### config.mk
export PLATFORM = sky130hd
export DESIGN_NAME = alu_flag_unit
export DESIGN_NICKNAME = d
export VERILOG_FILES = /design/src/rtl/flag_pkg.sv /design/src/rtl/parity_even.sv /design/src/rtl/cond_flags.sv /design/src/rtl/ctl_flags.sv /design/src/rtl/alu_flag_unit.sv
export SDC_FILE = /design/constraint.sdc
export NUM_CORES = 1
export LEC_CHECK = 0
export BUFFER_PORTS_ARGS = -buffer_cell sky130_fd_sc_hd__buf_2
export CORE_MARGIN = 5
export CORE_UTILIZATION = 35
export CTS_BUF_LIST = sky130_fd_sc_hd__clkbuf_8
export CTS_CLUSTER_DIAMETER = 60
export DETAILED_ROUTE_END_ITERATION = 10
export GPL_TIMING_DRIVEN = 0
export PLACE_DENSITY = 0.88
export SETUP_SLACK_MARGIN = 0.2
export SLEW_MARGIN = 20
export SYNTH_ARGS = -nofsm -noshare
export SYNTH_HDL_FRONTEND = slang
export SYNTH_HIERARCHICAL = 1
export SYNTH_SLANG_ARGS = --single-unit
### constraint.sdc
create_clock -name clk_i -period 1.3 [get_ports clk_i]
set_input_delay 0.26 -clock clk_i [delete_from_list [all_inputs] [get_ports clk_i]]
set_output_delay 0.26 -clock clk_i [all_outputs]
set_load 0.01 [all_outputs]
### src/rtl/flag_pkg.sv
package flag_pkg;
  localparam int FLAG_W = 16;
  localparam int CF_BIT = 0;
  localparam int PF_BIT = 2;
  localparam int AF_BIT = 4;
  localparam int ZF_BIT = 6;
  localparam int SF_BIT = 7;
  localparam int TF_BIT = 8;
  localparam int IE_BIT = 9;
  localparam int DF_BIT = 10;
  localparam int OF_BIT = 11;
  localparam logic [FLAG_W-1:0] USED_MASK = 16'h0FD5;

  typedef enum logic [1:0] {
    OP_ADD = 2'd0,
    OP_SUB = 2'd1,
    OP_INC = 2'd2,
    OP_DEC = 2'd3
  } op_e;

  typedef enum logic [1:0] {
    SEL_TRAP = 2'd0,
    SEL_IE   = 2'd1,
    SEL_DIR  = 2'd2,
    SEL_NONE = 2'd3
  } ctl_sel_e;
endpackage

### src/rtl/parity_even.sv
module parity_even #(
  parameter int W = 8
) (
  input  logic [W-1:0] d_i,
  output logic         even_o
);
  logic [W:0] chain;
  assign chain[0] = 1'b0;
  generate
    for (genvar k = 0; k < W; k++) begin : g_xor
      assign chain[k+1] = chain[k] ^ d_i[k];
    end
  endgenerate
  assign even_o = ~chain[W];
endmodule

### src/rtl/cond_flags.sv
module cond_flags
  import flag_pkg::*;
#(
  parameter int DATA_W = 16,
  parameter int PAR_W  = 8
) (
  input  logic              wide_i,
  input  op_e               op_i,
  input  logic [DATA_W-1:0] a_i,
  input  logic [DATA_W-1:0] b_i,
  input  logic [DATA_W-1:0] res_i,
  input  logic              cout_i,
  output logic              cf_o,
  output logic              cf_upd_o,
  output logic              af_o,
  output logic              pf_o,
  output logic              zf_o,
  output logic              sf_o,
  output logic              of_o
);
  localparam int HALF_W = DATA_W / 2;
  localparam int NIB    = 4;

  logic sa, sb, sr, is_sub;
  logic unused_opnd;

  assign unused_opnd = ^{a_i, b_i};

  always_comb begin
    sa     = wide_i ? a_i[DATA_W-1]   : a_i[HALF_W-1];
    sb     = wide_i ? b_i[DATA_W-1]   : b_i[HALF_W-1];
    sr     = wide_i ? res_i[DATA_W-1] : res_i[HALF_W-1];
    is_sub = (op_i == OP_SUB) || (op_i == OP_DEC);
  end

  always_comb begin
    cf_o     = cout_i;
    cf_upd_o = (op_i == OP_ADD) || (op_i == OP_SUB);
    af_o     = a_i[NIB] ^ b_i[NIB] ^ res_i[NIB];
    zf_o     = wide_i ? (res_i == '0) : (res_i[HALF_W-1:0] == '0);
    sf_o     = sr;
    of_o     = is_sub ? ((sa != sb) && (sr != sa))
                      : ((sa == sb) && (sr != sa));
  end

  parity_even #(.W(PAR_W)) u_par (
    .d_i    (res_i[PAR_W-1:0]),
    .even_o (pf_o)
  );
endmodule

### src/rtl/ctl_flags.sv
module ctl_flags
  import flag_pkg::*;
(
  input  logic       clk_i,
  input  logic       rst_i,
  input  logic       cmd_en_i,
  input  ctl_sel_e   sel_i,
  input  logic       set_i,
  output logic       tf_o,
  output logic       ie_o,
  output logic       df_o
);
  always_ff @(posedge clk_i) begin
    if (rst_i) begin
      tf_o <= 1'b0;
      ie_o <= 1'b0;
      df_o <= 1'b0;
    end else if (cmd_en_i) begin
      case (sel_i)
        SEL_TRAP: tf_o <= set_i;
        SEL_IE:   ie_o <= set_i;
        SEL_DIR:  df_o <= set_i;
        default:  ;
      endcase
    end
  end

  AST_CTL_ONLY_BY_CMD: assert property (@(posedge clk_i) disable iff (rst_i)
    !cmd_en_i |=> $stable({tf_o, ie_o, df_o}));
endmodule

### src/rtl/alu_flag_unit.sv
module alu_flag_unit
  import flag_pkg::*;
#(
  parameter int DATA_W = 16,
  parameter int PAR_W  = 8
) (
  input  logic              clk_i,
  input  logic              rst_i,
  input  logic              upd_en_i,
  input  logic [1:0]        op_i,
  input  logic              wide_i,
  input  logic [DATA_W-1:0] opa_i,
  input  logic [DATA_W-1:0] opb_i,
  input  logic [DATA_W-1:0] res_i,
  input  logic              cout_i,
  input  logic              ctl_en_i,
  input  logic [1:0]        ctl_sel_i,
  input  logic              ctl_set_i,
  output logic [FLAG_W-1:0] flags_o
);
  logic cf_n, cf_upd, af_n, pf_n, zf_n, sf_n, of_n;
  logic cf_q, af_q, pf_q, zf_q, sf_q, of_q;
  logic tf, ie, df;

  cond_flags #(.DATA_W(DATA_W), .PAR_W(PAR_W)) u_cond (
    .wide_i   (wide_i),
    .op_i     (op_e'(op_i)),
    .a_i      (opa_i),
    .b_i      (opb_i),
    .res_i    (res_i),
    .cout_i   (cout_i),
    .cf_o     (cf_n),
    .cf_upd_o (cf_upd),
    .af_o     (af_n),
    .pf_o     (pf_n),
    .zf_o     (zf_n),
    .sf_o     (sf_n),
    .of_o     (of_n)
  );

  ctl_flags u_ctl (
    .clk_i    (clk_i),
    .rst_i    (rst_i),
    .cmd_en_i (ctl_en_i),
    .sel_i    (ctl_sel_e'(ctl_sel_i)),
    .set_i    (ctl_set_i),
    .tf_o     (tf),
    .ie_o     (ie),
    .df_o     (df)
  );

  always_ff @(posedge clk_i) begin
    if (rst_i) begin
      cf_q <= 1'b0;
      af_q <= 1'b0;
      pf_q <= 1'b0;
      zf_q <= 1'b0;
      sf_q <= 1'b0;
      of_q <= 1'b0;
    end else if (upd_en_i) begin
      if (cf_upd) cf_q <= cf_n;
      af_q <= af_n;
      pf_q <= pf_n;
      zf_q <= zf_n;
      sf_q <= sf_n;
      of_q <= of_n;
    end
  end

  always_comb begin
    flags_o         = '0;
    flags_o[CF_BIT] = cf_q;
    flags_o[PF_BIT] = pf_q;
    flags_o[AF_BIT] = af_q;
    flags_o[ZF_BIT] = zf_q;
    flags_o[SF_BIT] = sf_q;
    flags_o[TF_BIT] = tf;
    flags_o[IE_BIT] = ie;
    flags_o[DF_BIT] = df;
    flags_o[OF_BIT] = of_q;
  end

  AST_RESET_CLEAR: assert property (@(posedge clk_i)
    rst_i |=> (flags_o == '0));
  AST_CF_KEPT: assert property (@(posedge clk_i) disable iff (rst_i)
    (upd_en_i && op_i[1]) |=> $stable(flags_o[CF_BIT]));
  AST_PARITY_LOW: assert property (@(posedge clk_i) disable iff (rst_i)
    upd_en_i |=> (flags_o[PF_BIT] == ~^$past(res_i[PAR_W-1:0])));
  AST_SIGN_WIDE: assert property (@(posedge clk_i) disable iff (rst_i)
    (upd_en_i && wide_i) |=> (flags_o[SF_BIT] == $past(res_i[DATA_W-1])));
  AST_HOLD_IDLE: assert property (@(posedge clk_i) disable iff (rst_i)
    (!upd_en_i && !ctl_en_i) |=> $stable(flags_o));
  AST_SPARE_ZERO: assert property (@(posedge clk_i) disable iff (rst_i)
    (flags_o & ~USED_MASK) == '0);
endmodule

Word level (Yosys, flattened, before mapping) --
Index checks and enable logic that the tools add are counted.
Cells by class: mux-type cells 5, $lt $le $gt $ge 0, bitwise logic cells 10, reductions and logical operators 12, div/mod/pow operators 0, $add $sub $neg 0, shift operators 0, multiply operators 0, eq/ne operators 7
Operator list (count):
- $logic_not 16->1 | 1
- $xor 1x1->1 | 9
- $logic_not 8->1 | 1
- $reduce_and 2->1 | 4
- $mux 1 | 5
- $eq 2x1->1 const B | 2
- $eq 2x2->1 const B | 2
- $logic_not 2->1 | 2
- $logic_and 1x1->1 | 2
- $logic_or 1x1->1 | 2
- $ne 1x1->1 | 2
- $eq 1x1->1 | 1
- $not 1->1 | 1
Storage, ports and cells: ROM bits 0, logic and storage cells 43, memories 0, latch bits 0, bits of input ports 59, memory bits (writable) 0, output and inout bits 16, register bits after elaboration 9

Depth between registers and ports, before layout --
Gate-level depths: netlist of run 1.
depth in word-level cells 8, gate-level depth with buffers 5, mapped depth without buffers 5

Cells and area by module --
Netlist of run 1, hierarchy kept.
By module, submodules not included:
- alu_flag_unit | cells an instance 37, area each 347.8 µm², times used 1, sequential area each 120.1 µm²
- ctl_flags | cells an instance 13, area each 142.6 µm², times used 1, sequential area each 60.1 µm²
- cond_flags | cells an instance 18, area each 130.1 µm², times used 1, sequential area each 0.0 µm²
- parity_even | cells an instance 7, area each 61.3 µm², times used 1, sequential area each 0.0 µm²

Least setup slack after synthesis of run 1 --
No wires, ideal clock.
path kind in2reg, start input port wide_i, end register of_q, setup slack 0.225 ns, setup time 0.064 ns, data arrival time 1.011 ns, stages on the path 5, required time 1.236 ns, buffers on the path 0, cell sequence mux2_4 > or2_0 > mux2i_1 > mux2i_1 > nor2_1
Between the ends: word-level cells in the longest chain between the ends 4, elaborated cells between the ends (all ways) 9, classes of those cells eq/ne: 3; mux: 4; reduce/logical: 2
Ends and longest elaborated chain:
- from (decl) | RTL line alu_flag_unit.sv:11 | input logic wide_i,
- $mux 1 (on tied branches) | RTL line cond_flags.sv:30, cond_flags.sv:31, cond_flags.sv:32
- $eq 1x1->1 (tied with other cells) | RTL line cond_flags.sv:43 | : ((sa == sb) && (sr != sa));
- $logic_and 1x1->1 (on tied branches) | RTL line cond_flags.sv:43, cond_flags.sv:42
- $mux 1 (*) | RTL line cond_flags.sv:42 | of_o = is_sub ? ((sa != sb) && (sr != sa))
- named net of_n | RTL line alu_flag_unit.sv:21 | logic cf_n, cf_upd, af_n, pf_n, zf_n, sf_n, of_n;
- to (signal assigned) | RTL line alu_flag_unit.sv:66 | of_q <= of_n;
- to (decl) | RTL line alu_flag_unit.sv:22 | logic cf_q, af_q, pf_q, zf_q, sf_q, of_q;
Mark *: on every way through the listed nets, which the timed path passes. The rest lies on a longest branch. A chain may end at the register's enable or synchronous reset.

Final worst setup path of run 1 --
start register pf_q, end output port flags_o[2]
RTL lines:
- from (decl) | RTL line alu_flag_unit.sv:22
- from (signal assigned) | RTL line alu_flag_unit.sv:63 | pf_q <= pf_n;
- to (decl) | RTL line alu_flag_unit.sv:19 | output logic [FLAG_W-1:0] flags_o
No word-level cell between the ends.

==> impl_metrics.csv, run 1 <==
group,metric,value,unit
drt,drtPass1Iterations,3,
pwr,ir_worst_vdd,0.3150,mV
cts,htreeDepth,1,
synthesis,yosysTopAreaCellShare,26.42,%
cts,cts.sinks,9,
place,dp_hpwl,1332,um
sta,final-setup-viol-count,0,
sta,slew_violations,0,
floorplan,die_h,54.14,um
synthesis,synthesis.instances,75,
drt,num_vias,626,
sta,hold_viol,0,
setup_path,slowest_delay,0.31,ns
drt,drtIter0Drc,2,
drt,drt-wirelength-per-cell,9.788,um
synthesis,ys.warnings.count,6,
sta,finalSetupTns,0,ns
synthesis,ys_seq_elements,9,
floorplan,io_pins,75,
setup_path,path_cells,"buf_4 -> buf_2",
drt,wl,1478,um
outcome,outcome,"complete, no violations",
global_routing,overflow,0,
global_routing,grt_usage,11.03,%
cts,clk_root_buffer_cell,"clkbuf_8",
setup_path,start_kind,"flop",
final_layout,syn2layout_area_growth,43.67,%
cts,postCtsHoldBufs,0,
drt,ant_nets,0,
cts,cts_tree,"done",
pwr,p_leak,0.5234,nW
synthesis,ys_seq_area_share,26.42,%
floorplan,core_area,1902,um^2
synthesis,synth_cell_types,20,
floorplan,fp.dieArea,2931,um^2
setup_path,cp-end-kind,"output pin",
cts,ctsResizeCount,0,
final_layout,num_antenna_cells,0,
setup_path,crit_family,"flip-flops",
setup_path,slowest_stage,"dfxtp_1",
pwr,powerDensity,893.0,nW/um^2
global_routing,antenna_found_initial,0,
cts,clk_pin_slew_worst_paths,0.04,ns
setup_path,crit_arrival,0.79,ns
cts,numCtsBuffers,3,
final_layout,drive_above_1_share,51.61,%
place,place.gp.congestion,0.6621,
setup_path,cp.required,1.04,ns
sta,skew,0,ns
drt,drc_errors,0,
setup_path,path_max_fanout,2,
run,cap_violations,0,
synthesis,synth_area,681.9,um^2
sta,rsz0062_at_grt,"no",
sta,min_period,1.054,ns
sta,max_freq,0.9486,GHz
cts,post_cts_buffers,0,
synthesis,synth_area_leaders,"dfxtp_1 (26%), buf_4 (19%), mux2i_1 (16%)",
sta,whs,0.2956,ns
floorplan,initial_core_util,35.86,%
final_layout,final_nets,184,
synthesis,yosys.area.top_type,"dfxtp_1",
hold_path,hp-class,"input port to flop",
drt,via_per_inst,4.146,
global_routing,grt_pass1_wl,2277,um
setup_path,crit_buf_inv,2,
sta,post-route-period-util,81.10,%
synthesis,avgSynthCellArea,9.092,um^2
setup_path,crit_type,"flop to output pin",
global_routing,grt_max_degree,11,
final_layout,post-route-util,51.51,%
floorplan,num_rows,16,
cts,clock_latency,0.23,ns
place,portBuffers,39,
cts,cts_max_path_buffers,2,
floorplan,fp.dieW,54.14,um
global_routing,grt_pass1_vias,611,
-- cell type report --
type / count / area, um^2
Sequential cell: 9 / 180.2
Fill cell: 190 / 922.1
Clock buffer: 3 / 41.29
Tap cell: 27 / 33.78
Multi-Input combinational cell: 53 / 381.6
Timing Repair Buffer: 39 / 195.2
Clock inverter: 1 / 5.005
Buffer: 18 / 138.9
Inverter: 1 / 3.754
-- cells in the final DEF (no fill, tap or decap), types with 2 or more instances in the layout --
cell	n
nor4_1	4
dfxtp_1	9
nand3b_1	2
mux2i_1	11
clkbuf_8	3
nand2_1	3
buf_2	39
buf_4	17
xnor2_1	9
conb_1	7
nor2_1	5
nand2b_1	4
-- synth_stat cells --
master	instances
or2_0	1
a21bo_1	1
xnor2_1	9
buf_6	1
conb_1	1
mux2i_1	11
nand3_1	1
nor3b_2	1
buf_4	17
nand2_1	3
nand2b_1	4
dfxtp_1	9
nor4_1	4
inv_1	1
a21oi_2	1
mux2_4	1
a21oi_1	1
nor2_1	5
xor2_1	1
nand3b_1	2
-- state kept, by name (all words and copies together), names as in the netlist --
register    flops
pf_q            1
u_ctl/df_o      1
sf_q            1
u_ctl/ie_o      1
af_q            1
zf_q            1
u_ctl/tf_o      1
of_q            1
cf_q            1
-- metrics by stage --
| stage | power, W | setup WS, ns | std cells | cell area, um^2 |
|---|---|---|---|---|
| global route | 0.0009301 | 0.2046 | 151 | 979.7 |
| detailed placement | 0.0005594 | -0.005203 | 147 | 933.4 |
| floorplan | 0.0004692 | 0.2252 | 81 | 704.4 |
| CTS | 0.0008905 | 0.2366 | 151 | 979.7 |
| finish | 0.0008749 | 0.2458 | 151 | 979.7 |
| global placement | 0.0005503 | 0.01039 | 147 | 933.4 |
-- worst reg2reg max path: cells and delay by family (launching register included) --
kind / cells / cell delay (ns)
flops: 1 / 0.32
compound gates: 2 / 0.33
-- path summary, 6_finish.rpt --
path	start	to	slack, ns	cells past startpoint
worst max-delay path	pf_q	flags_o[2]	0.25	2
worst min-delay path	rst_i	cf_q	0.30	2
worst max register to register	cf_q	cf_q	0.58	2
worst min register to register	u_ctl/tf_o	u_ctl/tf_o	0.47	2
-- kinds of logic after synthesis --
| group | synth area share [%] |
|---|---|
| xor+xnor | 12.84 |
| compound gates | 3.486 |
| simple gates | 17.43 |
| mux | 18.35 |
| buf+inv | 20.92 |
| other cells | 0.5499 |
| flops | 26.42 |
-- routing by layer --
metal  routed length (um)  vias to the layer above  GRT usage (%)
li1                     -                      324              -
met1                  546                      259          10.54
met2                  692                       40          19.52
met3                  209                        3          3.878
met4                   29                        0          7.469
met5                    0                        -              0
-- report_power, final --
group | switching, W | internal (W) | total [W]
Clock | 0.000113 | 0.000209 | 0.000322
Sequential | 0.00000879 | 0.000295 | 0.000303
Combinational | 0.000103 | 0.000146 | 0.000249
No activity file was read; power rests on OpenSTA's default activity.
==> inputs of run 2 (changes only) <==
--- a/config.mk
+++ b/config.mk
@@ -5,14 +5,15 @@
 export SDC_FILE = /design/constraint.sdc
 export NUM_CORES = 1
 export LEC_CHECK = 0
+export ABC_AREA = 1
 export BUFFER_PORTS_ARGS = -buffer_cell sky130_fd_sc_hd__buf_2
 export CORE_MARGIN = 5
-export CORE_UTILIZATION = 35
+export CORE_UTILIZATION = 38
 export CTS_BUF_LIST = sky130_fd_sc_hd__clkbuf_8
 export CTS_CLUSTER_DIAMETER = 60
 export DETAILED_ROUTE_END_ITERATION = 10
 export GPL_TIMING_DRIVEN = 0
-export PLACE_DENSITY = 0.88
+export PLACE_DENSITY = 0.89
 export SETUP_SLACK_MARGIN = 0.2
 export SLEW_MARGIN = 20
 export SYNTH_ARGS = -nofsm -noshare
==> constraint.sdc (replaced) <==
create_clock -name clk_i -period 1 [get_ports clk_i]
set_input_delay 0.2 -clock clk_i [delete_from_list [all_inputs] [get_ports clk_i]]
set_output_delay 0.2 -clock clk_i [all_outputs]
set_load 0.01 [all_outputs]
==> impl_metrics.csv, run 2 <==
group,metric,value,unit
hold_path,min_from,"cout_i",
drt,wl,2038,um
setup_path,path_max_fanout,2,
drt,drt-wirelength-per-cell,9.392,um
place,place_inst,212,
synthesis,ys_seq_elements,9,
final_layout,final-seq-area,191.4,um^2
synthesis,synth_async_sr_flop_share,0,%
synthesis,synth_cell_types,16,
floorplan,num_rows,16,
floorplan,initial_core_util,40.47,%
sta,final-setup-viol-count,0,
floorplan,fp.dieArea,3129,um^2
setup_path,path_cells,"buf_6 -> buf_6",
final_layout,fillers,169,
cts,numCtsBuffers,3,
global_routing,overflow,0,
synthesis,synth_ff_type,"dfxtp_1",
global_routing,grt_usage,12.58,%
synthesis,avgSynthCellArea,5.770,um^2
cts,cts_max_path_buffers,2,
sta,whs,0.1920,ns
sta,hold_viol,0,
final_layout,multi_input_area,495.5,um^2
final_layout,final_cell_count_no_fill,217,
global_routing,antenna_found_initial,0,
synthesis,synth_area_leaders,"dfxtp_1 (22%), buf_4 (16%), nand2_1 (15%)",
setup_path,rr_worst_depth,5,
pwr,p_leak,0.7935,nW
synthesis,yosys.area.top_type,"dfxtp_1",
final_layout,num_antenna_cells,0,
pwr,powerDensity,946.1,nW/um^2
final_layout,syn2layout_area_growth,72.70,%
sta,slew_violations,0,
cts,clock_latency,0.23,ns
place,dp_hpwl,1500,um
setup_path,reg2reg_to,"u_ctl/df_o",
synthesis,yosysMostFrequentCell,"nand2_1",
sta,post-route-period-util,96.18,%
final_layout,layout.cells.most_common,"nor2_1",
synthesis,synth_area,802.0,um^2
place,portBuffers,40,
sta,min_period,0.9618,ns
cts,clk_pin_slew_worst_paths,0.05,ns
floorplan,die_h,55.94,um
final_layout,drive_above_1_share,52.11,%
drt,via_per_inst,4.147,
place,place.gp.congestion,0.7770,
cts,cts.sinks,9,
synthesis,synth_edf_count,0,
drt,num_vias,900,
global_routing,grt_max_degree,8,
cts,cts_tree,"done",
setup_path,startpoint,"af_q",
drt,drc_errors,0,
cts,htreeDepth,1,
floorplan,core_area,1982,um^2
setup_path,regToRegSetupSlack,0.29,ns
synthesis,synth_common_cells,"nand2_1 (33), nor2_1 (26), inv_1 (21)",
cts,clk_root_buffer_cell,"clkbuf_8",
floorplan,io_pins,75,
setup_path,start_kind,"flop",
setup_path,r2r_start,"u_ctl/df_o",
sta,skew,0,ns
global_routing,grt_pass1_vias,844,
setup_path,crit_arrival,0.76,ns
setup_path,critPathCapture,"flags_o[4]",
setup_path,critical_path.most_common_cell,"buf_6",
synthesis,ys_seq_area_share,22.46,%
setup_path,cp-end-kind,"output pin",
pwr,ir_worst_vdd,0.5418,mV
setup_path,crit_type,"flop to output pin",
synthesis,ys.warnings.count,6,
hold_path,hp-class,"input port to flop",
drt,drtPass1Iterations,4,
sta,rsz0062_at_grt,"yes",
synthesis,synthesis.instances,139,
drt,drtIter0Drc,14,
final_layout,final_nets,250,
setup_path,slowest_stage,"dfxtp_2",
run,cap_violations,0,
outcome,outcome,"complete, no violations",
setup_path,cp.required,0.80,ns
setup_path,slowest_delay,0.32,ns
drt,ant_nets,0,
global_routing,grt_pass1_wl,3222,um
final_layout,final_cell_mix,"nor2_1 (26), nand2_1 (25), buf_2 (24), buf_6 (22), inv_1 (17)",
sta,max_freq,1.040,GHz
synthesis,yosysTopAreaCellShare,22.46,%
floorplan,fp.dieW,55.94,um
==> run 2: worst min-delay path by stage <==
stage | endpoint | depth (start not counted) | slack (ns)
after floorplan | u_ctl/df_o | 2 | 0.33
after global placement | cf_q | 3 | 0.42
after detailed placement | cf_q | 3 | 0.43
after CTS | cf_q | 3 | 0.19
after global routing | cf_q | 3 | 0.22
final | cf_q | 3 | 0.19
==> run 2: what timing repair did <==
action,in CTS,in global routing
pin swaps,0,17
hold buffers,0,0
setup buffers,1,0
resized for setup,30,34
endpoints found under the setup margin,10,11
==> run 2: critical path: cells and delay by family (launching register included) <==
family	cells	cell delay (ns)
DFF	1	0.32
buffers and inverters	2	0.22
==> run 2: stage by stage <==
stage | TNS, ns | utilization (%) | worst slack (ns) | power (W) | area, um^2
finish | 0 | 69.89 | 0.03823 | 0.001310 | 1385
global route | 0 | 69.89 | 0.01892 | 0.001396 | 1385
CTS | 0 | 63.83 | 0.03603 | 0.001256 | 1265
detailed placement | -0.1378 | 55.62 | -0.1271 | 0.0007797 | 1102
global placement | -0.1136 | 55.62 | -0.1094 | 0.0007719 | 1102
floorplan | 0 | - | 0.1966 | 0.0006436 | 868.3
==> run 2: layout make-up <==
type                    instances  area share (%)
multi-input cells              93           35.77
plain buffers                  17           11.65
clock inverters                 1          0.2710
repair buffers                 41           23.76
flip-flops and latches          9           13.82
clock buffers                   3           2.981
inverters                      26           9.304
well taps                      27           2.439
==> run 2: cell families (layout without fill, tap and decap cells) <==
group	Yosys count	in the layout	synth area share [%]
buffers and inverters	43	88	28.08
and+or+nand+nor	76	76	41.34
AOI/OAI and AO/OA	7	7	4.368
DFF	9	9	22.46
xor gates and xnor gates	3	3	3.277
other	1	7	0.4676
==> run 2: power breakdown <==
| group | internal [W] | total (W) | switching [W] |
|---|---|---|---|
| clock network | 0.000267 | 0.000408 | 0.000141 |
| logic | 0.000269 | 0.000497 | 0.000227 |
| registers | 0.000390 | 0.000406 | 0.0000159 |
| total | 0.000927 | 0.00131 | 0.000384 |
==> run 2: metal layers <==
metal / global-route usage [%] / part of all wire [%] / vias up
met5: 0 / 0 / -
met2: 25.00 / 60 / 21
met1: 12.43 / 33 / 384
li1: - / - / 493
met3: 2.320 / 6.0 / 2
met4: 5.424 / 0.69 / 0
==> inputs of run 3 (changes only) <==
--- a/config.mk
+++ b/config.mk
@@ -5,15 +5,15 @@
 export SDC_FILE = /design/constraint.sdc
 export NUM_CORES = 1
 export LEC_CHECK = 0
-export ABC_AREA = 1
 export BUFFER_PORTS_ARGS = -buffer_cell sky130_fd_sc_hd__buf_2
 export CORE_MARGIN = 5
-export CORE_UTILIZATION = 38
+export CORE_UTILIZATION = 35
 export CTS_BUF_LIST = sky130_fd_sc_hd__clkbuf_8
 export CTS_CLUSTER_DIAMETER = 60
 export DETAILED_ROUTE_END_ITERATION = 10
 export GPL_TIMING_DRIVEN = 0
-export PLACE_DENSITY = 0.89
+export PLACE_DENSITY = 0.88
+export REMOVE_ABC_BUFFERS = 1
 export SETUP_SLACK_MARGIN = 0.2
 export SLEW_MARGIN = 20
 export SYNTH_ARGS = -nofsm -noshare
==> impl_metrics.csv, run 3 (synthesis results as in run 1) <==
group,metric,value,unit
drt,ant_nets,0,
cts,postCtsHoldBufs,0,
floorplan,die_h,54.14,um
global_routing,overflow,0,
place,place_area,804.5,um^2
cts,numCtsBuffers,3,
sta,max_freq,1.067,GHz
final_layout,syn2layout_area_growth,60.55,%
drt,wl,1630,um
drt,num_vias,611,
global_routing,grt_pass1_vias,632,
cts,cts.sinks,9,
place,portBuffers,41,
final_layout,finish.instance_area,1095,um^2
sta,hold_viol,0,
hold_path,hp-class,"input port to flop",
cts,clk_root_buffer_cell,"clkbuf_8",
sta,postLayoutSetupSlackWorst,0.06256,ns
sta,post-route-period-util,93.74,%
floorplan,fp.dieW,54.14,um
floorplan,fp.dieArea,2931,um^2
floorplan,initial_core_util,35.86,%
cts,cts_tree,"done",
global_routing,grt_pass1_wl,2346,um
final_layout,fillers,173,
sta,slew_violations,0,
pwr,ir_worst_vdd,0.5299,mV
global_routing,grt_usage,11.26,%
sta,final-setup-viol-count,0,
drt,via_per_inst,4.396,
global_routing,antenna_found_initial,0,
setup_path,path_max_fanout,4,
drt,drc_errors,0,
final_layout,final_cell_mix,"buf_2 (24), buf_6 (15), mux2i_1 (10), dfxtp_2 (8), conb_1 (7)",
run,cap_violations,0,
cts,cts_max_path_buffers,2,
final_layout,multi_input_area,473.0,um^2
sta,rsz0062_at_grt,"yes",
setup_path,start_kind,"input port",
global_routing,grt_max_degree,11,
floorplan,core_area,1902,um^2
cts,clock_latency,0.23,ns
pwr,p_leak,0.5205,nW
setup_path,cp-end-kind,"flop",
drt,drt-wirelength-per-cell,11.73,um
final_layout,final_nets,172,
floorplan,num_rows,16,
outcome,outcome,"complete, no violations",
setup_path,crit_arrival,1.11,ns
floorplan,io_pins,75,
drt,drtIter0Drc,3,
place,preCtsSetupSlack,-0.2480,ns
final_layout,layout.cells.most_common,"buf_2",
setup_path,cp.required,1.17,ns
place,place.gp.congestion,0.6527,
setup_path,crit_type,"input port to flop",
drt,drtPass1Iterations,3,
final_layout,final-seq-area,190.2,um^2
cts,htreeDepth,1,
sta,skew,0,ns
final_layout,num_antenna_cells,0,
place,dp_hpwl,1232,um
sta,min_period,0.9374,ns
final_layout,drive_above_1_share,60.71,%
pwr,powerDensity,1089,nW/um^2
cts,clk_pin_slew_worst_paths,0.04,ns
run 3: final timing paths:
check,startpoint,end,slack [ns],cells after the start
min,rst_i,cf_q,0.23,2
max,wide_i,of_q,0.06,6
min reg2reg,u_ctl/df_o,u_ctl/df_o,0.48,2
max reg2reg,zf_q,zf_q,0.28,3
run 3: where the power goes:
group	total, W	internal (W)	switching [W]
logic	0.000386	0.000233	0.000153
clock network	0.000404	0.000267	0.000137
registers	0.000402	0.000387	0.0000146
run 3: final cells by class:
cell class                      count  share of cell area [%]
Clock buffer                        3                   3.771
Clock inverter                      1                  0.3429
Inverter                            1                  0.3429
Multi-Input combinational cell     53                   43.20
Sequential cell                     9                   17.37
Tap cell                           27                   3.086
Timing Repair Buffer               45                   31.89
run 3: worst max-delay path, cell delays in order:
cell and delay [ns]:
buf_8 0.11, mux2_4 0.29, or2_0 0.19, mux2i_1 0.14, mux2i_1 0.09, nor2_1 0.09
run 3: layer usage:
layer | vias to the layer above | GRT usage [%] | wire length [um]
met4 | 0 | 6.224 | 15
met5 | - | 0 | 0
li1 | 298 | - | -
met1 | 269 | 10.05 | 531
met2 | 42 | 22.51 | 848
met3 | 2 | 2.493 | 234
run 3: metrics by stage:
step	utilization [%]	cells	hold WS (ns)	power [W]	setup TNS [ns]
2_1_floorplan	-	63	0.2624	0.0005487	-0.01501
3_3_place_gp	42.30	131	0.4578	0.0006629	-0.3390
3_5_place_dp	42.30	131	0.4731	0.0006723	-0.4048
4_1_cts	50.33	137	0.2234	0.001134	0
5_1_grt	57.57	139	0.2434	0.001253	-0.04685
6_report	57.57	139	0.2255	0.001192	0
run 3: timing repair:
action / 4_1_cts / 5_1_grt
hold endpoints to repair: 0 / 0
resized for setup: 23 / 25
pin swaps: 2 / 9
setup buffers: 2 / 2
gates cloned: 0 / 0
endpoints found under the setup margin: 12 / 13
